<file path="src/rtl/smm_susp_pkg.sv">
package smm_susp_pkg;
  localparam int unsigned EVT_N    = 3;
  localparam int unsigned EVT_SMI  = 0;
  localparam int unsigned EVT_NMI  = 1;
  localparam int unsigned EVT_INTR = 2;

  // bit2: management context, bit1: suspended
  typedef enum logic [2:0] {
    M_NORM     = 3'd0,
    M_NORM_ISR = 3'd1,
    M_NORM_HLT = 3'd2,
    M_NORM_HW  = 3'd3,
    M_SMM      = 3'd4,
    M_SMM_ISR  = 3'd5,
    M_SMM_HLT  = 3'd6,
    M_SMM_HW   = 3'd7
  } mode_e;
endpackage

</file>
<file path="src/rtl/smm_pend_latch.sv">
module smm_pend_latch #(
  parameter int unsigned N = 3
) (
  input  logic         clk_i,
  input  logic         rst_ni,
  input  logic [N-1:0] set_i,
  input  logic [N-1:0] clr_i,
  output logic [N-1:0] pend_o
);
  for (genvar g = 0; g < N; g++) begin : g_bit
    logic pend_q;
    always_ff @(posedge clk_i or negedge rst_ni) begin
      if (!rst_ni)        pend_q <= 1'b0;
      else if (clr_i[g])  pend_q <= 1'b0;
      else if (set_i[g])  pend_q <= 1'b1;
    end
    assign pend_o[g] = pend_q;

    AST_PEND_STICKY: assert property (@(posedge clk_i) disable iff (!rst_ni)
      (pend_q && !clr_i[g]) |=> pend_q);
    AST_PEND_CLEAR: assert property (@(posedge clk_i) disable iff (!rst_ni)
      clr_i[g] |=> !pend_q);
  end
endmodule

</file>
<file path="src/rtl/smm_mode_fsm.sv">
module smm_mode_fsm
  import smm_susp_pkg::*;
(
  input  logic             clk_i,
  input  logic             rst_ni,
  input  logic             susp_ni,
  input  logic             smi_ni,
  input  logic             nmi_i,
  input  logic             intr_i,
  input  logic             if_i,
  input  logic             halt_i,
  input  logic             iret_i,
  input  logic             smint_i,
  input  logic             rsm_i,
  input  logic [EVT_N-1:0] pend_i,
  output mode_e            mode_o,
  output logic [EVT_N-1:0] set_o,
  output logic [EVT_N-1:0] consume_o
);
  localparam logic [EVT_N-1:0] SMM_MASK = ~(EVT_N'(1) << EVT_SMI);

  mode_e            mode_q, mode_d;
  logic [EVT_N-1:0] evt;

  always_comb begin
    evt           = '0;
    evt[EVT_SMI]  = ~smi_ni;
    evt[EVT_NMI]  = nmi_i;
    evt[EVT_INTR] = intr_i & if_i;
  end

  always_comb begin
    mode_d    = mode_q;
    set_o     = '0;
    consume_o = '0;
    unique case (mode_q)
      M_NORM: begin
        if (pend_i[EVT_SMI] || evt[EVT_SMI] || smint_i) begin
          mode_d             = M_SMM;
          consume_o[EVT_SMI] = pend_i[EVT_SMI];
        end else if (pend_i[EVT_NMI] || evt[EVT_NMI]) begin
          mode_d             = M_NORM_ISR;
          consume_o[EVT_NMI] = pend_i[EVT_NMI];
        end else if (pend_i[EVT_INTR] || evt[EVT_INTR]) begin
          mode_d              = M_NORM_ISR;
          consume_o[EVT_INTR] = pend_i[EVT_INTR];
        end else if (halt_i) begin
          mode_d = M_NORM_HLT;
        end else if (!susp_ni) begin
          mode_d = M_NORM_HW;
        end
      end
      M_NORM_ISR: if (iret_i) mode_d = M_NORM;
      M_NORM_HLT: begin
        if (evt[EVT_SMI])                         mode_d = M_SMM;
        else if (evt[EVT_NMI] || evt[EVT_INTR])   mode_d = M_NORM_ISR;
      end
      M_NORM_HW: begin
        set_o = evt;
        if (susp_ni) mode_d = M_NORM;
      end
      M_SMM: begin
        set_o = evt & SMM_MASK;
        if (rsm_i)         mode_d = M_NORM;
        else if (halt_i)   mode_d = M_SMM_HLT;
        else if (!susp_ni) mode_d = M_SMM_HW;
      end
      M_SMM_ISR: if (iret_i) mode_d = M_SMM;
      M_SMM_HLT: if (evt[EVT_NMI] || evt[EVT_INTR]) mode_d = M_SMM_ISR;
      M_SMM_HW: begin
        set_o = evt & SMM_MASK;
        if (susp_ni) mode_d = M_SMM;
      end
      default: mode_d = M_NORM;
    endcase
  end

  always_ff @(posedge clk_i or negedge rst_ni) begin
    if (!rst_ni) mode_q <= M_NORM;
    else         mode_q <= mode_d;
  end

  assign mode_o = mode_q;

  AST_HLT_SMI_WAKE: assert property (@(posedge clk_i) disable iff (!rst_ni)
    (mode_q == M_NORM_HLT && !smi_ni) |=> mode_q == M_SMM);
  AST_HW_EXIT: assert property (@(posedge clk_i) disable iff (!rst_ni)
    (mode_q == M_NORM_HW && susp_ni) |=> mode_q == M_NORM);
  AST_SMM_HW_EXIT: assert property (@(posedge clk_i) disable iff (!rst_ni)
    (mode_q == M_SMM_HW && susp_ni) |=> mode_q == M_SMM);
  AST_RSM_RETURN: assert property (@(posedge clk_i) disable iff (!rst_ni)
    (mode_q == M_SMM && rsm_i) |=> mode_q == M_NORM);
  AST_IRET_SMM: assert property (@(posedge clk_i) disable iff (!rst_ni)
    (mode_q == M_SMM_ISR && iret_i) |=> mode_q == M_SMM);
  AST_PEND_SMI_FIRST: assert property (@(posedge clk_i) disable iff (!rst_ni)
    (mode_q == M_NORM && pend_i[EVT_SMI]) |=> mode_q == M_SMM);
endmodule

</file>
<file path="src/rtl/smm_susp_ctrl.sv">
module smm_susp_ctrl
  import smm_susp_pkg::*;
(
  input  logic       clk_i,
  input  logic       rst_ni,
  input  logic       susp_ni,
  input  logic       smi_ni,
  input  logic       nmi_i,
  input  logic       intr_i,
  input  logic       if_i,
  input  logic       halt_i,
  input  logic       iret_i,
  input  logic       smint_i,
  input  logic       rsm_i,
  output logic [2:0] mode_o,
  output logic       susp_ack_no,
  output logic [2:0] pend_o
);
  mode_e            mode;
  logic [EVT_N-1:0] set, consume, pend;

  smm_mode_fsm u_fsm (
    .clk_i, .rst_ni, .susp_ni, .smi_ni, .nmi_i, .intr_i, .if_i,
    .halt_i, .iret_i, .smint_i, .rsm_i,
    .pend_i    (pend),
    .mode_o    (mode),
    .set_o     (set),
    .consume_o (consume)
  );

  smm_pend_latch #(.N(EVT_N)) u_pend (
    .clk_i, .rst_ni,
    .set_i  (set),
    .clr_i  (consume),
    .pend_o (pend)
  );

  assign mode_o      = mode;
  assign pend_o      = pend;
  assign susp_ack_no = ~mode[1];

  AST_INTR_MASKED: assert property (@(posedge clk_i) disable iff (!rst_ni)
    (!if_i && !pend[EVT_INTR]) |=> !pend[EVT_INTR]);
  AST_SMM_NO_SMI_LATCH: assert property (@(posedge clk_i) disable iff (!rst_ni)
    (mode[2] && !pend[EVT_SMI]) |=> !pend[EVT_SMI]);
endmodule

</file>
<file path="config.mk">
export PLATFORM = sky130hd
export DESIGN_NAME = smm_susp_ctrl
export DESIGN_NICKNAME = d
export VERILOG_FILES = /design/src/rtl/smm_susp_pkg.sv /design/src/rtl/smm_pend_latch.sv /design/src/rtl/smm_mode_fsm.sv /design/src/rtl/smm_susp_ctrl.sv
export SDC_FILE = /design/constraint.sdc
export NUM_CORES = 1
export LEC_CHECK = 0
export BUFFER_PORTS_ARGS = -buffer_cell sky130_fd_sc_hd__buf_4
export CORE_AREA = 2 2 39 41
export DETAILED_ROUTE_END_ITERATION = 6
export DIE_AREA = 0 0 41 43
export PLACE_DENSITY_LB_ADDON = 0.12
export SETUP_SLACK_MARGIN = 0.3
export SKIP_LAST_GASP = 1
export SLEW_MARGIN = 15
export SYNTH_ARGS = -nofsm -noshare
export SYNTH_HDL_FRONTEND = slang
export SYNTH_SLANG_ARGS = --single-unit
export TNS_END_PERCENT = 1
</file>
<file path="constraint.sdc">
create_clock -name clk_i -period 3 [get_ports clk_i]
set_input_delay 0.15 -clock clk_i [delete_from_list [all_inputs] [get_ports clk_i]]
set_output_delay 0.15 -clock clk_i [all_outputs]
set_load 0.05 [all_outputs]
</file>
=== After elaboration in Yosys (flattened, before gate mapping) ===
Index checks and enable logic that the tools add are counted.
Widths: inputs -> output; s select.

* Multiplexer cells: 29
* Bitwise gates (word level): 3
* Reduce and logical (&&, ||, !) cells: 11
* Eq/ne operators: 15

{| class="wikitable"
|+ Operators by type and width
! kind !! count
|-
| $mux 3 || 16
|-
| $pmux 3 s8 || 1
|-
| $eq 3x3->1 const B || 4
|-
| $mux 1 || 10
|-
| $ne 2x2->1 const B || 4
|-
| $reduce_and 8->1 || 1
|-
| $eq 3x2->1 const B || 2
|-
| $ne 6x3->1 const B || 1
|-
| $pmux 3 s2 || 1
|-
| $reduce_bool 2->1 || 3
|-
| $logic_or 1x1->1 || 5
|-
| $ne 4x4->1 const B || 1
|-
| $eq 3x1->1 const B || 1
|-
| $logic_not 3->1 || 1
|-
| $ne 3x2->1 const B || 1
|-
| $mux 2 || 1
|-
| $ne 2x1->1 const B || 1
|-
| $not 1->1 || 2
|-
| $reduce_or 2->1 || 1
|-
| $and 1x1->1 || 1
|}

* Bits in registers: 6
* Logic and storage cells: 62

=== Longest topological paths before layout ===
Gate-level depths: netlist of run 1.

* Depth after elaboration: 7
* Gate-level depth with buffers: 5
* Gate-level depth less buffers: 4

=== By module ===
A second synthesis of run 1 with hierarchy kept.

* Cell total of the unflattened synthesis: 49
* Area total of the unflattened synthesis: 436.7 µm²

{| class="wikitable"
|+ By module, submodules not included
! module !! cells an instance !! times used !! area each (µm²)
|-
| smm_mode_fsm || 39 || 1 || 305.3
|-
| smm_pend_latch || 9 || 1 || 127.6
|-
| smm_susp_ctrl || 1 || 1 || 3.8
|}

=== Worst setup path after synthesis of run 1 ===
No wires, ideal clock.

* Path type: reg2reg
* From: register u_fsm.mode_q[1] (netlist: u_fsm.mode_o[1])
* To: register u_fsm.mode_q[0] (netlist: u_fsm.mode_o[0])
* Path buffers: 1
* Setup slack: 1.242 ns
* Stages on the path, launching flop included: 6
* Data required time: 2.881 ns
* Arrival: 1.639 ns
* Clock period less this slack: 1.758 ns
* Cells stage by stage: dfrtp_1 buf_6 inv_4 or4b_4 o21ai_2 o21ba_1

* Longest elaborated chain between the ends: 3

{| class="wikitable"
|+ RTL lines
! element !! RTL line !! text
|-
| from (decl) || smm_mode_fsm.sv:22 || <nowiki>mode_e mode_q, mode_d;</nowiki>
|-
| from (signal assigned) || smm_mode_fsm.sv:80 || <nowiki>else mode_q <= mode_d;</nowiki>
|-
| $eq 3x3->1, or another cell as far along || smm_mode_fsm.sv:36 || <nowiki>unique case (mode_q)</nowiki>
|-
| $ne 4x4->1 (no line), or another cell as far along || - ||
|-
| $reduce_and 8->1 (no line) || - ||
|}

Parallel ways exist; a longest one is shown, timed or not.
A chain may end at the register's enable or synchronous reset.

=== Worst setup path after layout of run 1 ===
Ends and elaborated chain as after synthesis.

==> results of run 1 <==
==> cell type report <==
type / instances / area [um2] / area share
Inverter: 2 / 10.01 / 0.01713
Tap cell: 16 / 20.02 / 0.03426
Sequential cell: 6 / 150.1 / 0.2570
Clock buffer: 3 / 22.52 / 0.03854
Timing Repair Buffer: 18 / 137.6 / 0.2355
Multi-Input combinational cell: 36 / 244.0 / 0.4176
==> cell usage in the layout (no fill, tap or decap), types with 3 or more instances in the layout <==
cell,synthesis,layout
buf_4,4,17
nand2_1,7,7
a21oi_1,6,6
dfrtp_1,6,6
a31oi_1,4,4
o21ai_0,4,4
clkbuf_4,0,3
==> final timing paths <==
path | from | cells after the start | slack (ps) | to
worst min-delay path | rsm_i | 2 | 120 | u_fsm.mode_o[2]$_DFFE_PN0P_
max in group asynchronous | rst_ni | 2 | 2630 | u_fsm.mode_o[0]$_DFFE_PN0P_
worst min register to register | u_pend.g_bit[2].pend_q$_DFFE_PN0P_ | 1 | 500 | u_pend.g_bit[2].pend_q$_DFFE_PN0P_
worst max-delay path | u_fsm.mode_o[1]$_DFFE_PN0P_ | 4 | 1500 | u_fsm.mode_o[0]$_DFFE_PN0P_
worst max register to register | u_fsm.mode_o[1]$_DFFE_PN0P_ | 4 | 1500 | u_fsm.mode_o[0]$_DFFE_PN0P_
min in group asynchronous | rst_ni | 2 | 250 | u_pend.g_bit[0].pend_q$_DFFE_PN0P_
==> stage by stage <==
stage	instance area, um2	worst slack (ps)
2_1_floorplan	450.4	1242
3_3_place_gp	551.8	1480
3_5_place_dp	551.8	1494
4_1_cts	584.3	1496
5_1_grt	584.3	1357
6_report	584.3	1501
==> per-layer routing <==
metal,up-vias,global-route usage
li1,216,-
met1,187,0.1947
met2,18,0.1844
met3,2,0.01571
met4,0,0.08000
met5,-,0
==> cells in the mapped netlist, types with 4 or more instances <==
cell | number | share of area
o21ai_0 | 4 | 0.044
a31oi_1 | 4 | 0.056
buf_4 | 4 | 0.067
dfrtp_1 | 6 | 0.33
a21oi_1 | 6 | 0.067
nand2_1 | 7 | 0.058
==> logic make-up (layout without fill, tap and decap cells) <==
| family | Yosys count | in the layout | share of synthesized area |
|---|---|---|---|
| AND/OR/NAND/NOR | 15 | 15 | 0.2333 |
| AO/OA/AOI/OAI | 21 | 21 | 0.3083 |
| buffers and inverters | 8 | 23 | 0.1250 |
| flip-flops | 6 | 6 | 0.3333 |
==> state kept, by name (all words and copies together) (netlist names) <==
register / cells
u_fsm.mode_o: 3
u_pend.g_bit.pend_q: 3
==> power by group <==
part	switching, mW	internal (mW)
registers	0.0749	0.115
clock network	0.0275	0.0451
logic	0.224	0.128
==> critical path: stages, from the launching register on <==
cell and delay [ps]:
dfrtp_1 550, inv_4 70, or4b_4 560, o21ai_2 60, o21ba_1 140
==> results.tsv, run 1 <==
metric	value	unit
outcome	finished, final reports clean	
core_area	1384	um2
wl_met3	68	um
top_layer_used	met4	
drive_gt1_frac	0.4000	
final_cells	81	
leakage	0.2559	nW
ys_async_sr_fraction	1.000	
initial_core_util	0.3255	
antenna_found_initial	0	
endpoint_kind	flop	
clock_skew	3.281	ps
cts.sinks	6	
fin_crit	1499	ps
utilization	0.4222	
ant_nets	0	
ir_worst_vdd	0.6723	mV
whs	118.2	ps
cts_root_buf	clkbuf_4	
row_count	14	
grt_max_degree	13	
power	0.6144	mW
wl_met1	478	um
first_iter_violations	13	
synth_top_flop_cell	dfrtp_1	
fp.dieW	41	um
worst_pin_slew	443.8	ps
maxCapViolations	0	
worstPathArrival	1630	ps
netlist_area	450.4	um2
finalSetupTns	0	ps
hold_class	in -> reg	
synth_edf_count	0	
clkTransAtPathRegs	40	ps
fp.dieArea	1763	um2
num_vias	423	
placedCellCount	77	
grt_pass1_vias	363	
wl	999	um
startpoint_type	flop	
wire_per_inst	12.33	um
first_pass_iters	4	
cts_max_path_buffers	2	
hold_buffers	1	
cts_tree	built	
grt_pass1_wl	1.614	mm
hold_viol	0	
routabilityCongestion	0.6752	
grt.total_usage	0.1346	
critPathKind	reg -> reg	
nNetsFinal	78	
insertion_delay	240	ps
rsz0062_at_grt	no	
ys_types	25	
grt-ovfl-total	0	
die_h	43	um
clock.fmax	0.6670	GHz
pin_count	18	
path_max_fanout	10	
diodes	0	
port_buffers	17	
worstPathRequired	3130	ps
syn_to_final_growth	29.72	%
cts-buffers-inserted	3	
fillers	147	
dp_hpwl	788.4	um
wl_met2	433	um
period_share	0.4997	
syn_inst	50	
syn-mean-instance-area	9.009	um2
setup_viol	0	
cts_setup_buffers	0	
powerDensity	1051	nW/um2
cts_resized	0	
synth-seq-cells	6	
synth_nets	61	
ys_seq_area_frac	0.3333	
yosysWarnings	0	
cts_max_level	1	
drc	0	
via_per_inst	5.222	
slew_headroom	0.7034	
finalMaxSlewViolations	0	
(Power assumes the default switching activity.)
==> inputs of run 2 (changes only) <==
--- a/config.mk
+++ b/config.mk
@@ -5,6 +5,7 @@
 export SDC_FILE = /design/constraint.sdc
 export NUM_CORES = 1
 export LEC_CHECK = 0
+export ABC_AREA = 1
 export BUFFER_PORTS_ARGS = -buffer_cell sky130_fd_sc_hd__buf_4
 export CORE_AREA = 2 2 39 41
 export DETAILED_ROUTE_END_ITERATION = 6
==> constraint.sdc (replaced) <==
create_clock -name clk_i -period 1.4 [get_ports clk_i]
set_input_delay 0.07 -clock clk_i [delete_from_list [all_inputs] [get_ports clk_i]]
set_output_delay 0.07 -clock clk_i [all_outputs]
set_load 0.05 [all_outputs]
==> results.tsv, run 2 <==
metric	value	unit
outcome	finished, final reports clean	
synthTopCellsByCount	nand2_1 (19), inv_1 (15), nor2_1 (12), dfrtp_1 (6), nand3_1 (5)	
finalSetupTns	0	ps
first_pass_iters	4	
synth_nets	88	
cts_tree	built	
synth_compound_area_frac	0.1038	
final_common_cell	buf_4	
ys_seq_area_frac	0.3038	
whs	86.46	ps
cts.sinks	6	
leakage	0.3770	nW
synth_top_cell_area_share	0.3038	
maxCapViolations	0	
hold_class	in -> reg	
setup_viol	0	
clock.fmax	0.7967	GHz
grt.total_usage	0.1704	
pin_count	18	
drive_gt1_frac	0.3465	
critPathKind	reg -> reg	
period_share	0.8966	
port_buffers	17	
rsz0062_at_grt	yes	
synth_top_cell_by_area	dfrtp_1	
worst_pin_slew	256.5	ps
powerDensity	2204	nW/um2
cts_max_path_buffers	2	
finalMaxSlewViolations	0	
endpoint_kind	flop	
startpoint_type	flop	
hold_viol	0	
syn-mean-instance-area	6.418	um2
synth.area.top_cells	dfrtp_1 (30%), nand2_1 (14%), inv_1 (11%)	
fin_area	705.7	um2
grt_pass1_vias	455	
placedCellCount	107	
ys_types	19	
clkTransAtPathRegs	50	ps
synth_top_flop_cell	dfrtp_1	
syn_to_final_growth	42.78	%
drc	0	
routabilityCongestion	0.7941	
cts-buffers-inserted	3	
core_area	1384	um2
insertion_delay	250	ps
synth-simple-area-share	0.4329	
num_vias	546	
ir_worst_vdd	1.178	mV
first_iter_violations	11	
diodes	0	
antenna_found_initial	0	
dpl_cell_area	629.4	um2
netlist_area	494.2	um2
synth_top_family_by_area	simple AND/OR/NAND/NOR gates	
fp.dieW	41	um
ys_async_sr_fraction	1.000	
via_per_inst	4.667	
utilization	0.5099	
wl	1.235	mm
yosysMostFrequentCell	nand2_1	
grt_max_degree	8	
dp_hpwl	960.4	um
worstPathArrival	1440	ps
cts_root_buf	clkbuf_4	
worstPathRequired	1580	ps
initial_core_util	0.3571	
grt-ovfl-total	0	
synth_edf_count	0	
final_cells	117	
nNetsFinal	113	
fillers	147	
ant_nets	0	
mostFrequentLayoutCells	buf_4 (22), nand2_1 (19), inv_1 (14)	
cts_max_level	1	
syn_inst	77	
die_h	43	um
cpPeakStageDelay	510	ps
fp.dieArea	1763	um2
synthMuxAreaShare	0	
critPathSlowestCell	dfrtp_4	
path_cells	nor2_4 > nand2_4 > nor2_4 > nand2_1 > nand2_1 > nand4_1 > nand2_1	
row_count	14	
rrSetupSlack	140	ps
synth-seq-cells	6	
grt_pass1_wl	2.035	mm
clock_skew	8.487	ps
slew_headroom	0.8284	
fin_crit	1255	ps
synth_xor_area_frac	0	
wire_per_inst	10.56	um
crit_top_cell	nand2_1	
synthAdderAreaFrac	0	
yosysWarnings	0	
path_max_fanout	7	
[run 2: cell count changes after synthesis, sizes merged, moves of 3 or more]
cell	before	now
a21oi	6	2
a31oi	4	1
buf	6	3
inv	2	15
nand2	7	21
nand3	1	5
nand4	0	3
nor2	2	15
o21ai	5	2
[run 2: repair_timing]
item	CTS	global route
hold buffers	1	0
gates resized for setup	0	1
setup endpoints to repair	5	6
endpoints found under the hold margin	6	0
buffers inserted	0	5
pin swaps	0	6
[run 2: layout make-up]
cell class / instances / area [um2] / share of cell area
Inverter: 15 / 60.06 / 0.08511
Timing Repair Buffer: 23 / 175.2 / 0.2482
Sequential cell: 6 / 156.4 / 0.2216
Clock buffer: 4 / 26.28 / 0.03723
Multi-Input combinational cell: 53 / 267.8 / 0.3794
Tap cell: 16 / 20.02 / 0.02837
[run 2: cells by family (layout without fill, tap and decap cells)]
| kind of cell | count (synthesis) | in the layout |
|---|---|---|
| flip-flops | 6 | 6 |
| AND/OR/NAND/NOR | 45 | 45 |
| buffers and inverters | 18 | 42 |
| AO/OA/AOI/OAI | 8 | 8 |
[run 2: power breakdown]
part | internal (mW) | switching, mW
Clock | 0.109 | 0.0748
Sequential | 0.262 | 0.104
Combinational | 0.356 | 0.650
[run 2: per-layer routing]
layer,vias up,share of wire,global-route usage,routed length [um]
met4,0,0,0.04000,0
met2,16,0.50,0.2563,616
met5,-,0,0,0
met1,241,0.44,0.2248,549
li1,289,-,-,-
met3,0,0.056,0.06283,69
[run 2: through the flow]
step	power (mW)	setup slack (ps)
5_1_grt	1.682	66.36
2_1_floorplan	1.091	178.1
6_report	1.555	144.8
4_1_cts	1.486	158.1
3_3_place_gp	1.292	167.7
3_5_place_dp	1.294	170.6
[run 2: worst paths after layout]
path	from	endpoint	depth (start not counted)
worst max-delay path	u_fsm.mode_o[1]$_DFFE_PN0P_	u_fsm.mode_o[0]$_DFFE_PN0P_	7
worst max register to register	u_fsm.mode_o[1]$_DFFE_PN0P_	u_fsm.mode_o[0]$_DFFE_PN0P_	7
min in group asynchronous	rst_ni	u_pend.g_bit[2].pend_q$_DFFE_PN0P_	2
max in group asynchronous	rst_ni	u_fsm.mode_o[1]$_DFFE_PN0P_	2
worst min-delay path	nmi_i	u_pend.g_bit[1].pend_q$_DFFE_PN0P_	3
worst min register to register	u_pend.g_bit[0].pend_q$_DFFE_PN0P_	u_pend.g_bit[0].pend_q$_DFFE_PN0P_	1
[run 2: critical path, delay by kind of cell (launching register included)]
family / cells / cell delay [ps]
and+or+nand+nor: 7 / 690
DFF: 1 / 510
==> inputs of run 3 (changes only) <==
--- a/config.mk
+++ b/config.mk
@@ -7,9 +7,12 @@
 export LEC_CHECK = 0
 export ABC_AREA = 1
 export BUFFER_PORTS_ARGS = -buffer_cell sky130_fd_sc_hd__buf_4
-export CORE_AREA = 2 2 39 41
+export CELL_PAD_IN_SITES_DETAIL_PLACEMENT = 1
+export CELL_PAD_IN_SITES_GLOBAL_PLACEMENT = 2
+export CORE_MARGIN = 2
+export CORE_UTILIZATION = 23
+export CTS_CLUSTER_DIAMETER = 100
 export DETAILED_ROUTE_END_ITERATION = 6
-export DIE_AREA = 0 0 41 43
 export PLACE_DENSITY_LB_ADDON = 0.12
 export SETUP_SLACK_MARGIN = 0.3
 export SKIP_LAST_GASP = 1
==> results.tsv, run 3 (synthesis results as in run 2) <==
metric	value	unit
r2r_start	u_fsm.mode_o[1]$_DFFE_PN0P_	
core_area	2002	um2
wl_met2	664	um
pin_count	18	
top_layer_used	met4	
clkTransAtPathRegs	60	ps
outcome	finished, final reports clean	
wl_met3	86	um
critPathKind	reg -> reg	
dp_hpwl	1.196	mm
num_vias	538	
maxCapViolations	0	
path_max_fanout	7	
cts_root_buf	clkbuf_4	
grt.total_usage	0.1290	
grt_max_degree	8	
insertion_delay	260	ps
setup_viol	0	
finalMaxSlewViolations	0	
fin_crit	1289	ps
finalSetupTns	0	ps
diodes	0	
r2r_end	u_fsm.mode_o[1]$_DFFE_PN0P_	
mostFrequentLayoutCells	buf_4 (21), nand2_1 (19), inv_1 (14)	
final_common_cell	buf_4	
worstPathRequired	1590	ps
routabilityCongestion	0.7785	
power	1.546	mW
first_pass_iters	4	
worstPathArrival	1480	ps
cts-buffers-inserted	3	
cts_resized	0	
fp.dieW	50.36	um
clock_skew	13.74	ps
path_cells	nor2_4 > buf_4 > nand4_1 > o21bai_1 > nor2_1 > nor2_1	
worst_pin_slew	244.9	ps
rsz0062_at_grt	yes	
drc	0	
startpoint	u_fsm.mode_o[1]$_DFFE_PN0P_	
grt-ovfl-total	0	
wl	1.453	mm
syn_to_final_growth	43.54	%
startpoint_type	flop	
row_count	16	
crit_top_cell	nor2_1	
cpPeakStageDelay	520	ps
r2r_cells	6	
slew_headroom	0.8361	
worstHoldStart	nmi_i	
first_iter_violations	10	
grt_pass1_wl	2.421	mm
fp.dieArea	2536	um2
die_h	50.36	um
cts_tree	built	
grt_pass1_vias	519	
ir_worst_vdd	0.7338	mV
wl_met1	685	um
clock.fmax	0.7760	GHz
period_share	0.9205	
whs	81.64	ps
leakage	0.3727	nW
hold_class	in -> reg	
port_buffers	17	
rrSetupSlack	110	ps
wire_per_inst	11.44	um
initial_core_util	0.2469	
ant_nets	0	
drive_gt1_frac	0.3300	
hold_viol	0	
cts_max_path_buffers	2	
antenna_found_initial	0	
nNetsFinal	112	
powerDensity	2179	nW/um2
crit_end	u_fsm.mode_o[1]$_DFFE_PN0P_	
critPathSlowestCell	dfrtp_4	
endpoint_kind	flop	
cts.sinks	6	
via_per_inst	4.236	
cts_max_level	1	
[run 3: changes by cell type in the layout (fill, tap and decap cells not counted), sizes merged]
cell,change
buf,-1
[run 3: worst max-delay path: cells and delay by family (launching register included)]
| kind | cells | cell delay, ps |
|---|---|---|
| flip-flops | 1 | 520 |
| AND/OR/NAND/NOR | 4 | 420 |
| buffers and inverters | 1 | 140 |
| AO/OA/AOI/OAI | 1 | 140 |
[run 3: worst min path at each step]
stage                                                    end  slack [ps]  cells past startpoint
after detailed placement  u_pend.g_bit[0].pend_q$_DFFE_PN0P_        -110                      1
after global routing      u_pend.g_bit[1].pend_q$_DFFE_PN0P_         100                      3
after global placement    u_pend.g_bit[0].pend_q$_DFFE_PN0P_        -110                      1
after CTS                 u_pend.g_bit[1].pend_q$_DFFE_PN0P_          80                      3
after floorplan                  u_fsm.mode_o[0]$_DFFE_PN0P_        -230                      0
final                     u_pend.g_bit[1].pend_q$_DFFE_PN0P_          80                      3
[run 3: per-layer routing]
metal / global-route usage / vias to the layer above
met4: 0.02703 / 0
met2: 0.1974 / 13
li1: - / 282
met3: 0.05655 / 3
met5: 0 / -
met1: 0.1676 / 240
[run 3: area by class of cell]
cell class	instances	area [um2]
fillers	279	1292
flip-flops and latches	6	156.4
well taps	27	33.78
clock buffers	4	26.28
multi-input cells	53	265.3
inverters	15	60.06
repair buffers	22	167.7
[run 3: where the power goes]
part / total (mW) / leakage [nW] / switching [mW] / internal [mW]
clock network: 0.191 / 0.0150 / 0.0814 / 0.109
registers: 0.373 / 0.0713 / 0.111 / 0.262
logic: 0.982 / 0.286 / 0.647 / 0.335
[run 3: per-stage QoR]
step	utilization	cells	cell area [um2]	worst slack, ps
2_1_floorplan	-	77	504.2	178.1
3_3_place_gp	0.3213	118	643.1	151.1
3_5_place_dp	0.3213	118	643.1	120.8
4_1_cts	0.3394	123	679.4	108.7
5_1_grt	0.3544	127	709.4	7.775
6_report	0.3544	127	709.4	111.3
[run 3: timing repair]
action,4_1_cts,5_1_grt
setup buffers,0,4
setup endpoints to repair,6,8
pin swaps,0,3
hold endpoints to repair,6,0
hold buffers,1,0
